==> src/rtl/pxdiv_pkg.sv <==
package pxdiv_pkg;
   typedef enum int {
      EDGE_RISE = 0,
      EDGE_FALL = 1
   } edge_kind_e;
   localparam int EDGE_COUNT = 2;
endpackage

==> src/rtl/pxdiv_phase_acc.sv <==
module pxdiv_phase_acc #(
   parameter int INT_W  = 8,
   parameter int FRAC_W = 4
) (
   input  logic                    clk_i,
   input  logic                    rst_ni,
   input  logic                    restart_i,
   input  logic [INT_W+FRAC_W-1:0] div_req_i,
   output logic [INT_W+FRAC_W-1:0] phase_o,
   output logic                    start_o
);
   localparam int PH_W  = INT_W + FRAC_W;
   localparam int SUM_W = PH_W + 1;
   localparam logic [PH_W-1:0] ONE_CYC = PH_W'(1) << FRAC_W;

   if (INT_W < 1 || FRAC_W < 1) begin : g_bad_width
      $error("pxdiv_phase_acc: INT_W and FRAC_W must be at least 1");
   end

   logic [PH_W-1:0]  phase_q, div_act_q, div_clamped;
   logic [SUM_W-1:0] sum_adv;
   logic             wrap, start_q;

   // integer part of zero is treated as one, fraction kept
   always_comb begin
      if (div_req_i[PH_W-1:FRAC_W] == '0) div_clamped = div_req_i | ONE_CYC;
      else                                div_clamped = div_req_i;
   end

   assign sum_adv = {1'b0, phase_q} + SUM_W'(ONE_CYC);
   assign wrap    = sum_adv >= {1'b0, div_act_q};

   always_ff @(posedge clk_i or negedge rst_ni) begin
      if (!rst_ni) begin
         phase_q   <= '0;
         div_act_q <= ONE_CYC;
         start_q   <= 1'b1;
      end else if (restart_i) begin
         phase_q   <= '0;
         div_act_q <= div_clamped;
         start_q   <= 1'b1;
      end else begin
         start_q <= wrap;
         if (wrap) begin
            phase_q   <= PH_W'(sum_adv - {1'b0, div_act_q});
            div_act_q <= div_clamped;
         end else begin
            phase_q <= sum_adv[PH_W-1:0];
         end
      end
   end

   assign phase_o = phase_q;
   assign start_o = start_q;

   assert_phase_in_period_R1: assert property (@(posedge clk_i) disable iff (!rst_ni)
      phase_q < div_act_q);
   assert_div_held_midperiod_R8: assert property (@(posedge clk_i) disable iff (!rst_ni)
      (!restart_i && !wrap) |=> $stable(div_act_q));
   assert_wrap_lands_first_cycle_R2: assert property (@(posedge clk_i) disable iff (!rst_ni)
      (wrap && !restart_i) |=> (phase_q < ONE_CYC));
   assert_integer_nonzero_R3: assert property (@(posedge clk_i) disable iff (!rst_ni)
      div_act_q[PH_W-1:FRAC_W] != '0);
endmodule

==> src/rtl/pxdiv_edge_gen.sv <==
module pxdiv_edge_gen #(
   parameter int PH_W   = 12,
   parameter int FRAC_W = 4,
   parameter int POS_W  = 9
) (
   input  logic             clk_i,
   input  logic             rst_ni,
   input  logic             restart_i,
   input  logic [PH_W-1:0]  phase_i,
   input  logic [POS_W-1:0] rise_pos_i,
   input  logic [POS_W-1:0] fall_pos_i,
   output logic             clk_o
);
   import pxdiv_pkg::*;

   localparam int POS_SPAN = POS_W + FRAC_W - 1;
   localparam int CMP_W    = ((PH_W > POS_SPAN) ? PH_W : POS_SPAN) + 1;
   localparam logic [CMP_W-1:0] HALF_STEP = CMP_W'(1) << (FRAC_W - 1);
   localparam logic [CMP_W-1:0] FULL_STEP = CMP_W'(1) << FRAC_W;

   if (POS_W < 1) begin : g_bad_pos
      $error("pxdiv_edge_gen: POS_W must be at least 1");
   end

   logic [POS_W-1:0]      pos [EDGE_COUNT];
   logic [EDGE_COUNT-1:0] hit;
   logic                  clk_q;

   assign pos[EDGE_RISE] = rise_pos_i;
   assign pos[EDGE_FALL] = fall_pos_i;

   for (genvar e = 0; e < EDGE_COUNT; e++) begin : g_edge
      logic [CMP_W-1:0] target, lo;
      assign target = (CMP_W'(pos[e]) << (FRAC_W - 1)) + HALF_STEP;
      assign lo     = CMP_W'(phase_i);
      assign hit[e] = (lo <= target) && (target < lo + FULL_STEP);
   end

   always_ff @(posedge clk_i or negedge rst_ni) begin
      if (!rst_ni)             clk_q <= 1'b0;
      else if (restart_i)      clk_q <= 1'b0;
      else if (hit[EDGE_RISE]) clk_q <= 1'b1;
      else if (hit[EDGE_FALL]) clk_q <= 1'b0;
   end

   assign clk_o = clk_q;

   assert_rise_wins_R6: assert property (@(posedge clk_i) disable iff (!rst_ni)
      (hit[EDGE_RISE] && !restart_i) |=> clk_q);
   assert_no_edge_holds_R10: assert property (@(posedge clk_i) disable iff (!rst_ni)
      (hit == '0 && !restart_i) |=> $stable(clk_q));
endmodule

==> src/rtl/pxdiv_frac_clkgen.sv <==
module pxdiv_frac_clkgen #(
   parameter int INT_W      = 8,
   parameter int FRAC_W     = 4,
   parameter int POS_W      = 9,
   parameter bit HAS_BYPASS = 1'b1
) (
   input  logic                    clk_i,
   input  logic                    rst_ni,
   input  logic [INT_W+FRAC_W-1:0] div_cfg_i,
   input  logic [POS_W-1:0]        rise_pos_i,
   input  logic [POS_W-1:0]        fall_pos_i,
   input  logic                    bypass_i,
   output logic                    pix_clk_o,
   output logic                    pix_tick_o
);
   localparam int PH_W = INT_W + FRAC_W;

   logic [PH_W-1:0] phase;
   logic            start, div_clk, byp_q;

   if (HAS_BYPASS) begin : g_bypass
      always_ff @(posedge clk_i or negedge rst_ni) begin
         if (!rst_ni) byp_q <= 1'b0;
         else         byp_q <= bypass_i;
      end
      assign pix_clk_o  = byp_q ? clk_i : div_clk;
      assign pix_tick_o = byp_q | start;

      assert_bypass_ticks_R9: assert property (@(posedge clk_i) disable iff (!rst_ni)
         bypass_i |=> pix_tick_o);
   end else begin : g_no_bypass
      assign byp_q      = 1'b0;
      assign pix_clk_o  = div_clk;
      assign pix_tick_o = start;
   end

   pxdiv_phase_acc #(.INT_W(INT_W), .FRAC_W(FRAC_W)) u_acc (
      .clk_i     (clk_i),
      .rst_ni    (rst_ni),
      .restart_i (byp_q),
      .div_req_i (div_cfg_i),
      .phase_o   (phase),
      .start_o   (start)
   );

   pxdiv_edge_gen #(.PH_W(PH_W), .FRAC_W(FRAC_W), .POS_W(POS_W)) u_edge (
      .clk_i      (clk_i),
      .rst_ni     (rst_ni),
      .restart_i  (byp_q),
      .phase_i    (phase),
      .rise_pos_i (rise_pos_i),
      .fall_pos_i (fall_pos_i),
      .clk_o      (div_clk)
   );
endmodule

==> config.mk <==
export PLATFORM = sky130hd
export DESIGN_NAME = pxdiv_frac_clkgen
export DESIGN_NICKNAME = d
export VERILOG_FILES = /design/src/rtl/pxdiv_pkg.sv /design/src/rtl/pxdiv_phase_acc.sv /design/src/rtl/pxdiv_edge_gen.sv /design/src/rtl/pxdiv_frac_clkgen.sv
export SDC_FILE = /design/constraint.sdc
export NUM_CORES = 1
export LEC_CHECK = 0
export ABC_AREA = 1
export BUFFER_PORTS_ARGS = -buffer_cell sky130_fd_sc_hd__buf_4
export CAP_MARGIN = 20
export CORE_ASPECT_RATIO = 0.9
export CORE_MARGIN = 3
export CORE_UTILIZATION = 60
export CTS_CLUSTER_DIAMETER = 30
export CTS_CLUSTER_SIZE = 14
export DETAILED_ROUTE_END_ITERATION = 10
export GPL_ROUTABILITY_DRIVEN = 0
export PLACE_DENSITY = 0.78
export SLEW_MARGIN = 5
export SYNTH_ARGS = -nofsm -noshare
export SYNTH_HDL_FRONTEND = slang
export SYNTH_HIERARCHICAL = 1
export SYNTH_SLANG_ARGS = --single-unit
==> constraint.sdc <==
create_clock -name clk_i -period 4.5 [get_ports clk_i]
set_input_delay 0.9 -clock clk_i [delete_from_list [all_inputs] [get_ports clk_i]]
set_output_delay 0.9 -clock clk_i [all_outputs]
set_load 0.01 [all_outputs]
==> flow_summary.json, run 1 <==
{
  "outcome": "complete, no violations",
  "finalPower_w": 0.002481,
  "power_frac_seq_pct": 19.2,
  "firstDrtPassIters": 5,
  "worst_path_max_delay_cell": "buf_4",
  "cp_max_fo": 2,
  "std_cell_rows": 25,
  "placedCellCount": 598,
  "hold_viol": 0,
  "ys.flop_type": "dfrtp_1",
  "post_cts_buffers": 0,
  "switching_share_pct": 53.89,
  "synth_area_um2": 3458,
  "syn_to_final_growth_pct": 10.78,
  "powerDensity_nw_per_um2": 647.7,
  "synthSimpleGateAreaFrac_pct": 31.66,
  "power.share.combinational_pct": 72.0,
  "cp.arrival_ps": 2710,
  "synth_common_cells": "138 x nand2_1, 88 x inv_1, 56 x ha_1",
  "worstMarginPinSlew_ps": 481.4,
  "dp_hpwl_um": 6322,
  "fp.dieW_um": 86.03,
  "muxShareOfSynthArea_pct": 0,
  "max_slew_margin_pct": 67.91,
  "crit_chain": "clkbuf_8, clkbuf_8, nand2_1, nand2_1, buf_4",
  "synth_seq_cells": 27,
  "hp-class": "input port to asynchronous set/reset pin",
  "wl_um": 7665,
  "grt_pass1_vias": 3039,
  "synth_edf_count": 0,
  "synth_most_common_cell": "nand2_1",
  "final_cells": 605,
  "fin_nets": 629,
  "wl_met1_um": 3761,
  "final.setup_skew_ps": 1.283,
  "crit_required_ps": 3600,
  "path_buf_inv": 3,
  "p_int_w": 0.001144,
  "grt_antenna_before_repair": 0,
  "leakage_nw": 2.221,
  "cts_resized": 0,
  "synth_top_area_share_pct": 20.26,
  "pwr-share-clk_pct": 8.9,
  "max_cap_violations": 0,
  "start_kind": "clock port",
  "n_fill_cell": 507,
  "ff_latch_area_um2": 678.2,
  "ys_types": 37,
  "grt.total_usage_pct": 24.06,
  "fin_ws_ps": 886.6,
  "multi_input_area_um2": 2389,
  "dieArea_um2": 6712,
  "syn-num-nets": 591,
  "dr.max_layer_used": "met4",
  "p_sw_w": 0.001337,
  "synth_cells": 501,
  "drive_gt1_share_pct": 14.50,
  "antennaDiodeCount": 0,
  "fp.dieH_um": 78.03,
  "cts.clk_slew.worst_paths_ps": 90,
  "cts_tree": "done",
  "async_flop_share_pct": 100.0,
  "synth-compound-area-share_pct": 10.75,
  "vias": 3151,
  "ys_warn_count": 6,
  "slew_viol_final": 0,
  "post_drt_via_cell_ratio": 5.208,
  "coreArea_um2": 5411,
  "grt_pass1_wl_um": 13270,
  "drc": 0,
  "gr-total-overflow": 0,
  "tns_ps": 0,
  "ant_nets": 0,
  "io_pins": 35,
  "wl_per_cell_um": 12.67,
  "rsz0062_at_grt": "false",
  "start_util_pct": 63.91,
  "setup_violations": 0,
  "crit_type": "clock port to output port",
  "yosysSeqAreaShare_pct": 19.61,
  "synth_top_family_by_area": "simple AND/OR/NAND/NOR gates",
  "wl_met2_um": 3360,
  "grt_max_degree": 33,
  "avgSynthCellArea_um2": 6.903,
  "yosys.area_share.adder_pct": 20.84,
  "synth_top_cells_by_area": "ha_1 20%, dfrtp_1 18%, nand2_1 15%",
  "cp_top_family": "buffers and inverters",
  "io_buffers": 34,
  "clock_latency_ps": 370,
  "wl_met3_um": 506,
  "initialDrtViolationCount": 180,
  "yosys.area.top_type": "ha_1",
  "critPathCaptureType": "output port",
  "synth_xor_area_share_pct": 5.825,
  "cts_hold_buffers": 0,
  "dp_slack_ps": 1137,
  "ir_drop_uv": 492.1,
  "slowest_delay_ps": 130
}
==> area by class of cell <==
type	instances	share of cell area, %
clock inverters	1	0.1306
inverters	90	8.818
well taps	67	2.188
repair buffers	33	6.466
flip-flops and latches	27	17.70
clock buffers	7	2.351
multi-input cells	380	62.34
==> cells by family after synthesis <==
| kind of cell | count (synthesis) |
|---|---|
| compound gates | 51 |
| xor+xnor | 23 |
| fa+ha+maj | 57 |
| buf+inv | 94 |
| flops | 27 |
| simple gates | 249 |
==> stage by stage <==
stage	instance area, um^2	hold slack (ps)	utilization [%]
6_report	3831	414.7	70.80
5_1_grt	3831	434.7	70.80
4_1_cts	3831	423.5	70.80
3_5_place_dp	3744	483.9	69.18
3_3_place_gp	3744	472.8	69.18
2_1_floorplan	3458	445.9	-
==> power groups by stage <==
stage | sequential (W) | clock (W) | combinational (W)
2_1_floorplan | 0.000438 | 0.00000754 | 0.00145
3_3_place_gp | 0.000474 | 0.0000153 | 0.00170
3_5_place_dp | 0.000480 | 0.0000153 | 0.00175
4_1_cts | 0.000474 | 0.000229 | 0.00177
5_1_grt | 0.000492 | 0.000243 | 0.00204
6_report | 0.000476 | 0.000220 | 0.00179
==> worst reg2reg max path, delay by kind of cell, from the launching register on <==
family                     cells  cell delay, ps
buffers and inverters          2             330
adders and majority gates      2             570
xor gates and xnor gates       1             130
and+or+nand+nor                6             960
DFF                            1             580
AOI/OAI and AO/OA              2             500
==> state kept, by name, indices dropped and copies added, names as in the netlist <==
name / count
byp_q: 1
u_acc/div_act_q: 12
u_acc/phase_o: 12
u_acc/start_o: 1
u_edge/clk_o: 1
==> layout by cell type (no fill, tap or decap), drive strengths merged, types with 15 or more instances in the layout <==
cell / count
ha: 56
nand3: 34
buf: 34
nand2: 142
a21oi: 27
o21ai: 15
dfrtp: 25
nor2: 50
inv: 89
xor2: 18
==> per-layer routing <==
metal	global-route usage (%)	vias to the layer above
li1	-	1669
met1	34.01	1381
met2	39.21	95
met3	4.092	6
met4	3.481	0
met5	0	-
==> worst paths after layout <==
check / depth (start not counted) / slack (ps) / from / endpoint
setup / recovery: 5 / 890 / clk_i / pix_clk_o
hold / removal: 1 / 410 / rst_ni / u_acc/div_act_q[6]
setup reg to reg: 13 / 1370 / u_acc/phase_o[4] / u_acc/phase_o[2]
hold reg to reg: 2 / 510 / u_acc/div_act_q[0] / u_acc/div_act_q[0]
max in group asynchronous: 1 / 3770 / rst_ni / u_acc/start_o
min in group clk_i: 2 / 510 / u_acc/div_act_q[0] / u_acc/div_act_q[0]
Power figures use the tool's default switching activity.
==> run 2, diff against run 1 <==
==> constraint.sdc (replaced) <==
create_clock -name clk_i -period 3.35 [get_ports clk_i]
set_input_delay 0.67 -clock clk_i [delete_from_list [all_inputs] [get_ports clk_i]]
set_output_delay 0.67 -clock clk_i [all_outputs]
set_load 0.01 [all_outputs]
==> run 2 against run 1 <==
Effect of this change:
- non-clock buffer count is the same
- clock-buffer cell count is the same
- via count is 1.5% higher
- register-to-register slack lost 910 ps
- critical path type is now flop to flop
- sequential cell count stayed put
- global-route usage is 0.40 points lower
- wire length down 1.2%
- die area unchanged
- power rose by 34%
- sequential share of layout area shrank 0.081 points
==> flow_summary.json, run 2 (synthesis gave the netlist of run 1 again) <==
{
  "crit_required_ps": 3660,
  "grt_antenna_before_repair": 0,
  "fp.dieW_um": 86.03,
  "final_cell_mix": "138 x nand2_1, 88 x inv_1, 56 x ha_1",
  "max_slew_margin_pct": 71.85,
  "hold_viol": 0,
  "start_util_pct": 63.91,
  "vias": 3199,
  "ir_drop_uv": 563.5,
  "grt.total_usage_pct": 23.67,
  "final_cells": 606,
  "max_cap_violations": 0,
  "slowest_delay_ps": 570,
  "powerDensity_nw_per_um2": 866.4,
  "dp_hpwl_um": 6228,
  "initialDrtViolationCount": 225,
  "crit_cells": 13,
  "worst_path_max_delay_cell": "dfrtp_1",
  "period_needed_ps": 2885,
  "start_kind": "flop",
  "fin_crit_sh_pct": 86.13,
  "io_pins": 35,
  "cp_max_fo": 16,
  "cp.arrival_ps": 3200,
  "dieArea_um2": 6712,
  "rsz0062_at_grt": "false",
  "syn_to_final_growth_pct": 11.29,
  "fmax_ghz": 0.3466,
  "slew_viol_final": 0,
  "finalPower_w": 0.003334,
  "grt_pass1_wl_um": 13080,
  "crit_chain": "ha_1, nand3_1, nor2_1, xnor2_1, inv_1, ha_1, a21oi_1, nand2_2, a21oi_4, nand3_4, inv_1, nand2_1, nand2_1",
  "wl_per_cell_um": 12.50,
  "setup_violations": 0,
  "placedCellCount": 598,
  "std_cell_rows": 25,
  "utilization_pct": 71.12,
  "r2r_slack_ps": 460,
  "critPathCaptureType": "flop",
  "fin_nets": 630,
  "hold_slack_ps": 194.9,
  "wl_um": 7573,
  "cp_top_family": "simple AND/OR/NAND/NOR gates",
  "firstDrtPassIters": 5,
  "io_buffers": 34,
  "clock_latency_ps": 370,
  "r2r-start": "u_acc/phase_o[4]",
  "grt_pass1_vias": 3066,
  "outcome": "complete, no violations",
  "path_buf_inv": 2,
  "drc": 0,
  "startpoint": "u_acc/phase_o[4]",
  "tns_ps": 0,
  "final.setup_skew_ps": 6.801,
  "coreArea_um2": 5411,
  "cts_tree": "done",
  "cts_hold_buffers": 0,
  "drive_gt1_share_pct": 14.66,
  "hp-class": "input port to asynchronous set/reset pin",
  "worstMarginPinSlew_ps": 419.7,
  "leakage_nw": 2.228,
  "crit_type": "flop to flop",
  "rr_worst_depth": 13,
  "fp.dieH_um": 78.03,
  "layout_commonest_cell": "nand2_1",
  "cts.clk_slew.worst_paths_ps": 90,
  "post_drt_via_cell_ratio": 5.279,
  "antennaDiodeCount": 0,
  "ant_nets": 0,
  "gr-total-overflow": 0,
  "grt_max_degree": 33
}
## run 2: changes by cell type in the layout (fill, tap and decap cells not counted)
cell     previous run  this run
nand3_4             1         2
## run 2: layout make-up
cell class	instances	area (um^2)
repair buffers	33	247.7
clock buffers	7	90.09
multi-input cells	381	2406
fillers	461	1563
clock inverters	1	5.005
inverters	90	337.8
well taps	67	83.83
flip-flops and latches	27	678.2
## run 2: layer usage
metal | track usage (%) | wire [um] | up-vias
met1 | 34.01 | 3762 | 1432
met5 | 0 | 0 | -
met2 | 38.37 | 3322 | 90
li1 | - | - | 1672
met4 | 3.323 | 29 | 0
met3 | 3.463 | 460 | 5
## run 2: worst paths after layout
check	end
worst max-delay path	u_acc/div_act_q[0]
worst min-delay path	u_acc/div_act_q[5]
worst max register to register	u_acc/div_act_q[0]
worst min register to register	u_acc/div_act_q[0]
max in group asynchronous	u_acc/div_act_q[4]
min in group clk_i	byp_q
## run 2: stage by stage
step                worst slack (ps)  instance area, um^2
floorplan                      884.7                 3458
global route                   161.1                 3849
global placement               495.3                 3744
detailed placement             333.5                 3744
CTS                            317.6                 3831
finish                         464.7                 3849
## run 2: where the power goes
| part | switching (W) | total, W | leakage (nW) | internal (W) |
|---|---|---|---|---|
| Clock | 0.000116 | 0.000286 | 0.0596 | 0.000170 |
| Sequential | 0.000161 | 0.000637 | 0.336 | 0.000476 |
| Combinational | 0.00152 | 0.00241 | 1.83 | 0.000894 |
| Total | 0.00179 | 0.00333 | 2.23 | 0.00154 |
## run 2: timing repair
action,CTS,global route
resized for setup,0,1
setup buffers,0,0
setup endpoints to repair,0,3
## run 2: worst reg2reg max path, delay by kind of cell (launching register included)
family	cells	cell delay [ps]
AOI/OAI and AO/OA	2	480
and+or+nand+nor	6	810
adders and majority gates	2	570
buffers and inverters	2	270
DFF	1	570
xor gates and xnor gates	1	150
